### src/rtl/strmove_pkg.sv
package strmove_pkg;

  typedef enum logic [1:0] {
    ST_IDLE  = 2'd0,
    ST_READ  = 2'd1,
    ST_WRITE = 2'd2,
    ST_FIN   = 2'd3
  } sm_state_t;

endpackage

### src/rtl/strmove_agu.sv
module strmove_agu #(
  parameter int SEG_W  = 16,
  parameter int OFF_W  = 16,
  parameter int SHIFT  = 4,
  parameter int ADDR_W = 20,
  parameter int CH     = 2
) (
  input  logic [CH-1:0][SEG_W-1:0]  seg,
  input  logic [CH-1:0][OFF_W-1:0]  off,
  output logic [CH-1:0][ADDR_W-1:0] addr
);

  localparam int WIDE_W = SEG_W + SHIFT;

  for (genvar i = 0; i < CH; i++) begin : g_ch
    logic [WIDE_W-1:0] seg_sh;
    logic [WIDE_W-1:0] off_ext;
    logic [WIDE_W-1:0] sum;
    always_comb begin
      seg_sh  = {seg[i], {SHIFT{1'b0}}};
      off_ext = WIDE_W'(off[i]);
      sum     = seg_sh + off_ext;
      addr[i] = sum[ADDR_W-1:0];
    end
  end

endmodule

### src/rtl/strmove_ptrs.sv
module strmove_ptrs #(
  parameter int OFF_W = 16,
  parameter int CNT_W = 16
) (
  input  logic             clk,
  input  logic             rst_n,
  input  logic             load,
  input  logic             advance,
  input  logic [OFF_W-1:0] src_off,
  input  logic [OFF_W-1:0] dst_off,
  input  logic [CNT_W-1:0] count_in,
  input  logic             dir,
  input  logic             word_mode,
  output logic [OFF_W-1:0] src_idx,
  output logic [OFF_W-1:0] dst_idx,
  output logic [CNT_W-1:0] count,
  output logic             dir_q,
  output logic             word_q,
  output logic             last
);

  localparam logic [OFF_W-1:0] STEP_B = OFF_W'(1);
  localparam logic [OFF_W-1:0] STEP_W = OFF_W'(2);
  localparam logic [CNT_W-1:0] ONE_C  = CNT_W'(1);

  logic [OFF_W-1:0] step;
  logic [OFF_W-1:0] src_nx, dst_nx;
  logic [CNT_W-1:0] cnt_nx;
  logic             dir_nx, word_nx;
  logic             en;

  always_comb begin
    step    = word_q ? STEP_W : STEP_B;
    src_nx  = src_idx;
    dst_nx  = dst_idx;
    cnt_nx  = count;
    dir_nx  = dir_q;
    word_nx = word_q;
    if (load) begin
      src_nx  = src_off;
      dst_nx  = dst_off;
      cnt_nx  = count_in;
      dir_nx  = dir;
      word_nx = word_mode;
    end else if (advance) begin
      src_nx  = dir_q ? (src_idx - step) : (src_idx + step);
      dst_nx  = dir_q ? (dst_idx - step) : (dst_idx + step);
      cnt_nx  = count - ONE_C;
    end
    en   = load | advance;
    last = (count == ONE_C);
  end

  always_ff @(posedge clk or negedge rst_n) begin
    if (!rst_n) begin
      src_idx <= '0;
      dst_idx <= '0;
      count   <= '0;
      dir_q   <= 1'b0;
      word_q  <= 1'b0;
    end else if (en) begin
      src_idx <= src_nx;
      dst_idx <= dst_nx;
      count   <= cnt_nx;
      dir_q   <= dir_nx;
      word_q  <= word_nx;
    end
  end

  // the two indices move in lockstep, so their distance is kept
  a_r6_lockstep: assert property (@(posedge clk) disable iff (!rst_n)
    (advance && !load) |=> ((src_idx - dst_idx) == $past(src_idx - dst_idx)));

  // count is frozen unless loaded or advanced
  a_r6_count_hold: assert property (@(posedge clk) disable iff (!rst_n)
    (!load && !advance) |=> $stable(count));

endmodule

### src/rtl/strmove_ctrl.sv
module strmove_ctrl
  import strmove_pkg::*;
(
  input  logic      clk,
  input  logic      rst_n,
  input  logic      start,
  input  logic      zero_cnt,
  input  logic      last,
  input  logic      rd_valid,
  input  logic      wr_ready,
  output sm_state_t state,
  output logic      load,
  output logic      latch_rd,
  output logic      advance
);

  sm_state_t state_nx;

  always_comb begin
    load     = (state == ST_IDLE) && start;
    latch_rd = (state == ST_READ) && rd_valid;
    advance  = (state == ST_WRITE) && wr_ready;
    state_nx = state;
    unique case (state)
      ST_IDLE:  if (start)    state_nx = zero_cnt ? ST_FIN : ST_READ;
      ST_READ:  if (rd_valid) state_nx = ST_WRITE;
      ST_WRITE: if (wr_ready) state_nx = last ? ST_FIN : ST_READ;
      ST_FIN:                 state_nx = ST_IDLE;
      default:                state_nx = ST_IDLE;
    endcase
  end

  always_ff @(posedge clk or negedge rst_n) begin
    if (!rst_n) state <= ST_IDLE;
    else        state <= state_nx;
  end

  // an unanswered read keeps the sequencer in the read phase
  a_r4_rd_wait: assert property (@(posedge clk) disable iff (!rst_n)
    (state == ST_READ && !rd_valid) |=> (state == ST_READ));

  // an unanswered write keeps the sequencer in the write phase
  a_r4_wr_wait: assert property (@(posedge clk) disable iff (!rst_n)
    (state == ST_WRITE && !wr_ready) |=> (state == ST_WRITE));

  // the completion state lasts a single cycle
  a_r7_fin_once: assert property (@(posedge clk) disable iff (!rst_n)
    (state == ST_FIN) |=> (state == ST_IDLE));

endmodule

### src/rtl/strmove_seq.sv
module strmove_seq
  import strmove_pkg::*;
#(
  parameter int SEG_W  = 16,
  parameter int OFF_W  = 16,
  parameter int CNT_W  = 16,
  parameter int SHIFT  = 4,
  parameter int ADDR_W = 20,
  parameter int DATA_W = 16
) (
  input  logic              clk,
  input  logic              rst_n,
  input  logic              start,
  input  logic [OFF_W-1:0]  src_off,
  input  logic [OFF_W-1:0]  dst_off,
  input  logic [CNT_W-1:0]  count_in,
  input  logic              dir,
  input  logic              word_mode,
  input  logic [SEG_W-1:0]  src_seg,
  input  logic [SEG_W-1:0]  dst_seg,
  output logic              rd_req,
  output logic [ADDR_W-1:0] rd_addr,
  input  logic              rd_valid,
  input  logic [DATA_W-1:0] rd_data,
  output logic              wr_req,
  output logic [ADDR_W-1:0] wr_addr,
  output logic [DATA_W-1:0] wr_data,
  output logic              wr_word,
  input  logic              wr_ready,
  output logic              busy,
  output logic              done,
  output logic [OFF_W-1:0]  src_idx,
  output logic [OFF_W-1:0]  dst_idx,
  output logic [CNT_W-1:0]  count
);

  localparam int BYTE_W = DATA_W / 2;
  localparam int CH     = 2;

  // reset: asserted at once, released through two flops
  logic rst_s1, rst_int_n;
  always_ff @(posedge clk or negedge rst_n) begin
    if (!rst_n) begin
      rst_s1    <= 1'b0;
      rst_int_n <= 1'b0;
    end else begin
      rst_s1    <= 1'b1;
      rst_int_n <= rst_s1;
    end
  end

  sm_state_t state;
  logic      load, latch_rd, advance, last, dir_q, word_q;

  strmove_ctrl u_ctrl (
    .clk      (clk),
    .rst_n    (rst_int_n),
    .start    (start),
    .zero_cnt (count_in == '0),
    .last     (last),
    .rd_valid (rd_valid),
    .wr_ready (wr_ready),
    .state    (state),
    .load     (load),
    .latch_rd (latch_rd),
    .advance  (advance)
  );

  strmove_ptrs #(.OFF_W(OFF_W), .CNT_W(CNT_W)) u_ptrs (
    .clk       (clk),
    .rst_n     (rst_int_n),
    .load      (load),
    .advance   (advance),
    .src_off   (src_off),
    .dst_off   (dst_off),
    .count_in  (count_in),
    .dir       (dir),
    .word_mode (word_mode),
    .src_idx   (src_idx),
    .dst_idx   (dst_idx),
    .count     (count),
    .dir_q     (dir_q),
    .word_q    (word_q),
    .last      (last)
  );

  // segment bases and read data, each with its own enable
  logic [SEG_W-1:0]  src_seg_q, dst_seg_q;
  logic [DATA_W-1:0] data_q;

  always_ff @(posedge clk or negedge rst_int_n) begin
    if (!rst_int_n) begin
      src_seg_q <= '0;
      dst_seg_q <= '0;
    end else if (load) begin
      src_seg_q <= src_seg;
      dst_seg_q <= dst_seg;
    end
  end

  always_ff @(posedge clk or negedge rst_int_n) begin
    if (!rst_int_n)    data_q <= '0;
    else if (latch_rd) data_q <= rd_data;
  end

  logic [CH-1:0][SEG_W-1:0]  agu_seg;
  logic [CH-1:0][OFF_W-1:0]  agu_off;
  logic [CH-1:0][ADDR_W-1:0] agu_addr;

  always_comb begin
    agu_seg[0] = src_seg_q;
    agu_seg[1] = dst_seg_q;
    agu_off[0] = src_idx;
    agu_off[1] = dst_idx;
  end

  strmove_agu #(
    .SEG_W(SEG_W), .OFF_W(OFF_W), .SHIFT(SHIFT), .ADDR_W(ADDR_W), .CH(CH)
  ) u_agu (
    .seg  (agu_seg),
    .off  (agu_off),
    .addr (agu_addr)
  );

  always_comb begin
    rd_req  = (state == ST_READ);
    wr_req  = (state == ST_WRITE);
    busy    = rd_req | wr_req;
    done    = (state == ST_FIN);
    rd_addr = agu_addr[0];
    wr_addr = agu_addr[1];
    wr_word = word_q;
    wr_data = word_q ? data_q : {{(DATA_W-BYTE_W){1'b0}}, data_q[BYTE_W-1:0]};
  end

  // read and write requests are exclusive
  a_r4_excl: assert property (@(posedge clk) disable iff (!rst_int_n)
    !(rd_req && wr_req));

  // a pending read keeps its address
  a_r4_rd_addr_hold: assert property (@(posedge clk) disable iff (!rst_int_n)
    (rd_req && !rd_valid) |=> (rd_req && $stable(rd_addr)));

  // done never overlaps busy
  a_r7_done_idle: assert property (@(posedge clk) disable iff (!rst_int_n)
    done |-> !busy);

  // idle without a start leaves the pointers alone
  a_r8_hold: assert property (@(posedge clk) disable iff (!rst_int_n)
    (!busy && !start) |=> ($stable(src_idx) && $stable(dst_idx) && $stable(count)));

  // start during a transfer does not restart it
  a_r9_no_restart: assert property (@(posedge clk) disable iff (!rst_int_n)
    (wr_req && !wr_ready && start) |=> wr_req);

endmodule

### config.mk
export PLATFORM = sky130hd
export DESIGN_NAME = strmove_seq
export DESIGN_NICKNAME = d
export VERILOG_FILES = /design/src/rtl/strmove_pkg.sv /design/src/rtl/strmove_agu.sv /design/src/rtl/strmove_ptrs.sv /design/src/rtl/strmove_ctrl.sv /design/src/rtl/strmove_seq.sv
export SDC_FILE = /design/constraint.sdc
export NUM_CORES = 1
export LEC_CHECK = 0
export ABC_AREA = 1
export BUFFER_PORTS_ARGS = -buffer_cell sky130_fd_sc_hd__buf_2
export CORE_MARGIN = 2
export CORE_UTILIZATION = 55
export CTS_BUF_LIST = sky130_fd_sc_hd__clkbuf_8
export DETAILED_ROUTE_END_ITERATION = 10
export PLACE_DENSITY = 0.83
export REMOVE_ABC_BUFFERS = 1
export SYNTH_ARGS = -nofsm -noshare
export SYNTH_HDL_FRONTEND = slang
export SYNTH_SLANG_ARGS = --single-unit
export TNS_END_PERCENT = 1
### constraint.sdc
create_clock -name clk -period 8.8 [get_ports clk]
set_clock_uncertainty 0.05 [all_clocks]
set_input_delay 0.44 -clock clk [delete_from_list [all_inputs] [get_ports clk]]
set_output_delay 0.44 -clock clk [all_outputs]
set_load 0.03 [all_outputs]
# Word-level counts from Yosys, hierarchy flattened
# Cells that the tools add are included.
# totals
reg_bits	102
in_bits	103
out_inout_bits	109
# classes
n_addsub	7
n_eq_ne	7
mux	16
bitwise_logic	2
reduce_logical	9
# ops
cell	count
$mux W16	9
$add A20 B16 Y20	2
$add A16 B16 Y16	2
$sub A16 B16 Y16	2
$eq A16 B1 Y1 const B	1
$logic_not A16 Y1	1
$sub A16 B1 Y16 const B	1
$mux W2	6
$pmux W2 S4	1
$eq A2 B2 Y1 const B	2
$ne A2 B1 Y1 const B	2
$reduce_and A2 Y1	2
$logic_and A1 B1 Y1	3
$reduce_and A3 Y1	1
$eq A2 B1 Y1 const B	1
$logic_not A2 Y1	1
$ne A2 B2 Y1 const B	1
$or A1 B1 Y1	2
$reduce_bool A2 Y1	1

# Depth between registers and ports, before layout
# logic_depth
depth_word	5
mapped_depth	16

# Cells and area by module
# A second synthesis with hierarchy kept.
# unflattened
cells_unflattened	1095
hier_area_um2	8328.0
# by_module_without_submodules
mod	instances	cells_per_inst	area_each_um2	seq_area_each_um2
strmove_ptrs	1	573	4147.7	1251.2
strmove_seq	1	163	2324.7	1251.2
strmove_agu	1	336	1709.1	0.0
strmove_ctrl	1	23	146.4	50.0

# Worst setup path before layout
# Ideal clock, no wire load.
# synth_timing
kind	register -> output
start	register u_ptrs.dst_idx[4]
end	output port wr_addr[12]
t_arrival_ns	2.127
t_required_ns	8.310
setup_slack_ns	6.183
path_stages_with_launch	8
path_buffers	0
cell_sequence	dfrtp_1 > ha_1 > fa_1 > nand3_1 > nand2_1 > a21boi_1 > o21ai_1 > xor2_1
# synth_between
elab_chain_len	1
# synth_rtl
item	line_no	source
from (decl)	strmove_ptrs.sv:15	output logic [OFF_W-1:0] dst_idx,
from (signal assigned)	strmove_ptrs.sv:63	dst_idx <= dst_nx;
$add A20 B16 Y20	strmove_agu.sv:22	sum = seg_sh + off_ext;
to (decl)	strmove_seq.sv:26	output logic [ADDR_W-1:0] wr_addr,
# No other way between the ends.

# Worst setup path in the final report
# layout_timing
start	register u_ptrs.src_idx[4]
end	output port rd_addr[14]
# layout_between
elab_chain_len	1
# layout_rtl
item	line_no	source
from (decl)	strmove_ptrs.sv:14	output logic [OFF_W-1:0] src_idx,
from (signal assigned)	strmove_ptrs.sv:62	src_idx <= src_nx;
$add A20 B16 Y20	strmove_agu.sv:22	
to (decl)	strmove_seq.sv:22	output logic [ADDR_W-1:0] rd_addr,
# No other way between the ends.

==> flow_results.org <==
** Synthesis
- Area fraction in compound gates after synthesis :: 13.5%
- The Yosys step of the flow raised 0 warnings.
- Cell taking the most area after synthesis :: sky130_fd_sc_hd__dfrtp_1
- Yosys attributes the largest share of cell area to sky130_fd_sc_hd__dfrtp_1, sky130_fd_sc_hd__nand2_1, sky130_fd_sc_hd__ha_1.
- The portion of synthesized area spent on multiplexers is 2.34%.
- Of the post-synthesis cell area, the dominant cell type holds 33.1%.
- The cell area that synthesis handed to floorplanning was about 0.0077 mm^2.
- Top flip-flop cell by instance count after synthesis :: sky130_fd_sc_hd__dfrtp_1
- Of the total synthesized cell area, the portion taken by XOR and XNOR cells is under 10%.
- Synth Area per Inst :: 7.49 um^2
- After synthesis, the largest family of logic cells by area is simple AND/OR/NAND/NOR gates.
- Number of enable flip-flop cells after synthesis :: 0
- The synthesized netlist devotes 10.4% of its cell area to adder and majority cells.
- Counting every instance in the synthesized netlist gives 1,028.
- In this run, distinct cell masters in the synthesized netlist total 48.
- Sequential elements use between 30 and 40% of the synthesized area.
- #FFs+latches synth :: 102
- Of all flip-flops after synthesis, the portion carrying an async set or reset was 100%.
- Summing the areas of all and, or, nand and nor instances in the mapped netlist gives roughly 27% of the synthesized area.

** Place
- Detailed placement ended at an HPWL of between 15,000 and 20,000 um.
- At the end of routability-driven placement, the weighted congestion stood at about 0.91.
- During placement, the flow inserted port buffers numbering around 210.
- DP Cell Count :: 1,384

** Global route
- Wire length of the first global-routing pass :: approximately 33,000 um
- Entering global routing, the biggest net connects 85 pins.
- Overall routing resource usage :: around 28%
- Summed over all layers, the global routing overflow is 0.
- Antenna violations before repair :: 2
- The via count of the first global-routing pass came to ~7,000.

** CTS
- Clock buffers created by TritonCTS :: 9
- TritonCTS built the clock tree.
- CTS Sinks :: between 100 and 150
- Buffers from clock root to sink, at most :: 2
- The clock reaches the later pin of the worst-skew pair after ~0.40 ns.
- The root buffer cell chosen for the clock tree is sky130_fd_sc_hd__clkbuf_8.
- The clock tree synthesis step divided the H-tree into 3 levels.
- Number of buffers inserted to repair setup after CTS :: 0
- Clock slew at reported path FFs :: roughly 0.11 ns

** Floorplanning
- The initial utilization of the core area, before any placement, comes to 55.9%.
- The floorplan step set the die height to approximately 120 um.
- From left edge to right edge, the die measures between 100 and 150 um.
- Die area :: 0.0150 mm^2
- In this run the count of I/O pins placed on the die edge is 212.
- In this run the core area contains 43 standard-cell rows.
- The core region is between 0.01 and 0.015 mm^2.

** STA
- After routing, the total negative slack on setup checks comes to 0 ns.
- The tightest hold path in the finished design has a slack of 0.174 ns.
- Slew Limit Fails :: 0
- Share of the cycle needed by the critical path after routing :: roughly 34%
- Peak clock frequency supported by timing :: 332 MHz
- Endpoints failing hold :: 0
- Setup violations remaining at the end of the flow were counted as 0.
- Unrepaired setup endpoints after global routing :: false
- Relative slew slack :: ~41%
- Slew at the pin closest to its max-slew limit :: between 0.8 and 0.9 ns
- Final critical-path required period :: slightly above 3 ns

** Route
- Via-per-instance ratio :: between 5 and 6
- For this run, the detailed router's first-pass iteration total came to 5.
- After detailed routing, the average wire length per cell comes to 14.8 um.
- Count of vias placed by the detailed router :: around 7,600
- The final layout contains routed wiring with a total length of 20,700 um.
- In the routed design, unresolved DRC markers number 0.
- Residual antenna-violating net count after detailed routing :: 0
- Iteration-0 DRC count of the detailed router :: 565

** Cells and area
- In the final layout, the share of cells above drive strength 1 is between 20% and 30%.
- The area growth from synthesis to layout is 16.8%.
- Fillers :: ~1,200
- Final standard cell count with taps included and fillers excluded :: 1,402
- Post-layout net count :: between 1,000 and 1,500

** Setup path
- STA puts the critical path data required time at slightly above 8 ns.
- The worst setup path is captured at a primary output.
- In this run the worst path has a maximum fanout of 4.
- Category of the critical setup timing path :: reg2out
- Arrival @ worst endpoint :: 2.53 ns
- The worst setup path is launched from a register.

** Worst hold path
- Path class of the lowest-slack min-delay path :: in2reg

** Run
- Across the run, the number of max-cap violations was 0.

** Outcome
- The flow ran to the end, and the final reports show no timing, DRC or antenna violations.
==> logic make-up (layout without fill, tap and decap cells) <==
| family | count (synthesis) | in the layout |
|---|---|---|
| and+or+nand+nor | 487 | 487 |
| AOI/OAI and AO/OA | 161 | 161 |
| buffers and inverters | 158 | 351 |
| DFF | 102 | 102 |
| adders and majority gates | 63 | 63 |
| xor gates and xnor gates | 40 | 40 |
| muxes | 16 | 16 |
| other | 1 | 2 |
==> metrics by stage <==
step                util (%)  instance area [um^2]  setup slack (ns)
finish                  65.3                  9000              5.78
global route            65.3                  9000              5.61
CTS                     65.3                  9000              5.81
detailed placement      63.7                  8780              6.26
global placement        63.7                  8780              6.33
floorplan                  -                  7450              4.47
==> critical path, stage by stage (launching register included) <==
cell                       delay (ns)
sky130_fd_sc_hd__dfrtp_1         0.43
sky130_fd_sc_hd__ha_1            0.24
sky130_fd_sc_hd__fa_1            0.40
sky130_fd_sc_hd__nand3_1         0.09
sky130_fd_sc_hd__nand2_1         0.11
sky130_fd_sc_hd__a21boi_1        0.22
sky130_fd_sc_hd__o21ai_1         0.15
sky130_fd_sc_hd__nand3_1         0.12
sky130_fd_sc_hd__nand2_1         0.07
sky130_fd_sc_hd__nand2_1         0.07
sky130_fd_sc_hd__nand2_1         0.05
sky130_fd_sc_hd__buf_2           0.17
==> synthesized netlist by cell type (all sizes together), types with 2 or more instances <==
| cell type | n |
|---|---|
| o22ai | 5 |
| nor3 | 11 |
| nand3b | 2 |
| nor2 | 61 |
| a22o | 19 |
| nand3 | 68 |
| mux2 | 16 |
| ha | 61 |
| nor4 | 7 |
| xor2 | 26 |
| o221ai | 5 |
| a21boi | 5 |
| xnor2 | 14 |
| a21o | 4 |
| o311ai | 2 |
| fa | 2 |
| nand4 | 13 |
| nand2 | 322 |
| inv | 118 |
| a21oi | 50 |
| o2111ai | 2 |
| dfrtp | 102 |
| buf | 34 |
| o211ai | 12 |
| o21ai | 45 |
| and2 | 2 |
| o21bai | 10 |
| clkbuf | 6 |
==> flip-flops by register name (all words and copies together), names as in the netlist <==
name            cells
rst_s1              1
rst_int_n           1
dst_seg_q          16
u_ptrs.dst_idx     16
u_ptrs.src_idx     16
u_ptrs.word_q       1
data_q             16
src_seg_q          16
u_ptrs.dir_q        1
u_ptrs.count       16
u_ctrl.state        2
==> final cells by class <==
type	instances	area [um^2]	area share (%)
clock inverter	7	85.1	0.945
antenna	1	2.50	0.0278
tap	180	225	2.50
inverter	118	450	5.00
multi-input combinational	768	4450	49.5
timing repair buffer	217	1100	12.3
sequential	102	2560	28.4
clock buffer	9	124	1.38
==> metal layers <==
| layer | vias up | wire length (um) | global-route usage [%] |
|---|---|---|---|
| met5 | - | 13 | 0 |
| met4 | 2 | 295 | 6.75 |
| met3 | 26 | 1520 | 5.90 |
| met2 | 275 | 10100 | 47.9 |
| met1 | 3533 | 8800 | 36.1 |
| li1 | 3754 | - | - |
==> worst paths after layout <==
path                                                from  slack [ns]                        endpoint  cells after the start
max                        u_ptrs.src_idx[4]$_DFFE_PN0P_        5.78                     rd_addr[14]                     11
min                                           src_seg[3]        0.17        src_seg_q[3]$_DFFE_PN0P_                      3
max reg2reg                  u_ctrl.state[1]$_DFFE_PN0P_        6.26   u_ptrs.dst_idx[5]$_DFFE_PN0P_                      8
min reg2reg                          rst_int_n$_DFF_PN0_        0.28           data_q[9]$_DFFE_PN0P_                      0
max in group asynchronous            rst_int_n$_DFF_PN0_        7.25  u_ptrs.src_idx[13]$_DFFE_PN0P_                      1
min in group asynchronous            rst_int_n$_DFF_PN0_        0.28           data_q[9]$_DFFE_PN0P_                      0
==> layout by cell type (no fill, tap or decap), types with 3 or more instances in the layout <==
cell and count:
sky130_fd_sc_hd__o21ai_0 34, sky130_fd_sc_hd__nor2_1 57, sky130_fd_sc_hd__mux2_2 16, sky130_fd_sc_hd__clkbuf_8 9, sky130_fd_sc_hd__nor4_1 7, sky130_fd_sc_hd__dfrtp_1 101, sky130_fd_sc_hd__a21oi_1 50, sky130_fd_sc_hd__a22o_1 19
sky130_fd_sc_hd__nand2_1 312, sky130_fd_sc_hd__ha_1 61, sky130_fd_sc_hd__xor2_1 26, sky130_fd_sc_hd__nand3_1 66, sky130_fd_sc_hd__o221ai_1 5, sky130_fd_sc_hd__o22ai_1 5, sky130_fd_sc_hd__a21boi_1 3, sky130_fd_sc_hd__a21o_1 4
sky130_fd_sc_hd__buf_4 5, sky130_fd_sc_hd__nand4_1 12, sky130_fd_sc_hd__nand2_2 10, sky130_fd_sc_hd__buf_2 211, sky130_fd_sc_hd__nor3_1 10, sky130_fd_sc_hd__xnor2_1 14, sky130_fd_sc_hd__nor2_2 3, sky130_fd_sc_hd__inv_1 110
sky130_fd_sc_hd__inv_2 8, sky130_fd_sc_hd__o211ai_1 12, sky130_fd_sc_hd__o21bai_1 8, sky130_fd_sc_hd__o21ai_1 9
==> what timing repair did <==
item | 4_1_cts | 5_1_grt
endpoints found under the hold margin | 2 | 0
hold buffers | 1 | 0
gates resized for setup | 0 | 0
Power is left out: the tool's default activity adds up to more than one toggle a clock period on the data nets, which glitch-free logic cannot reach.
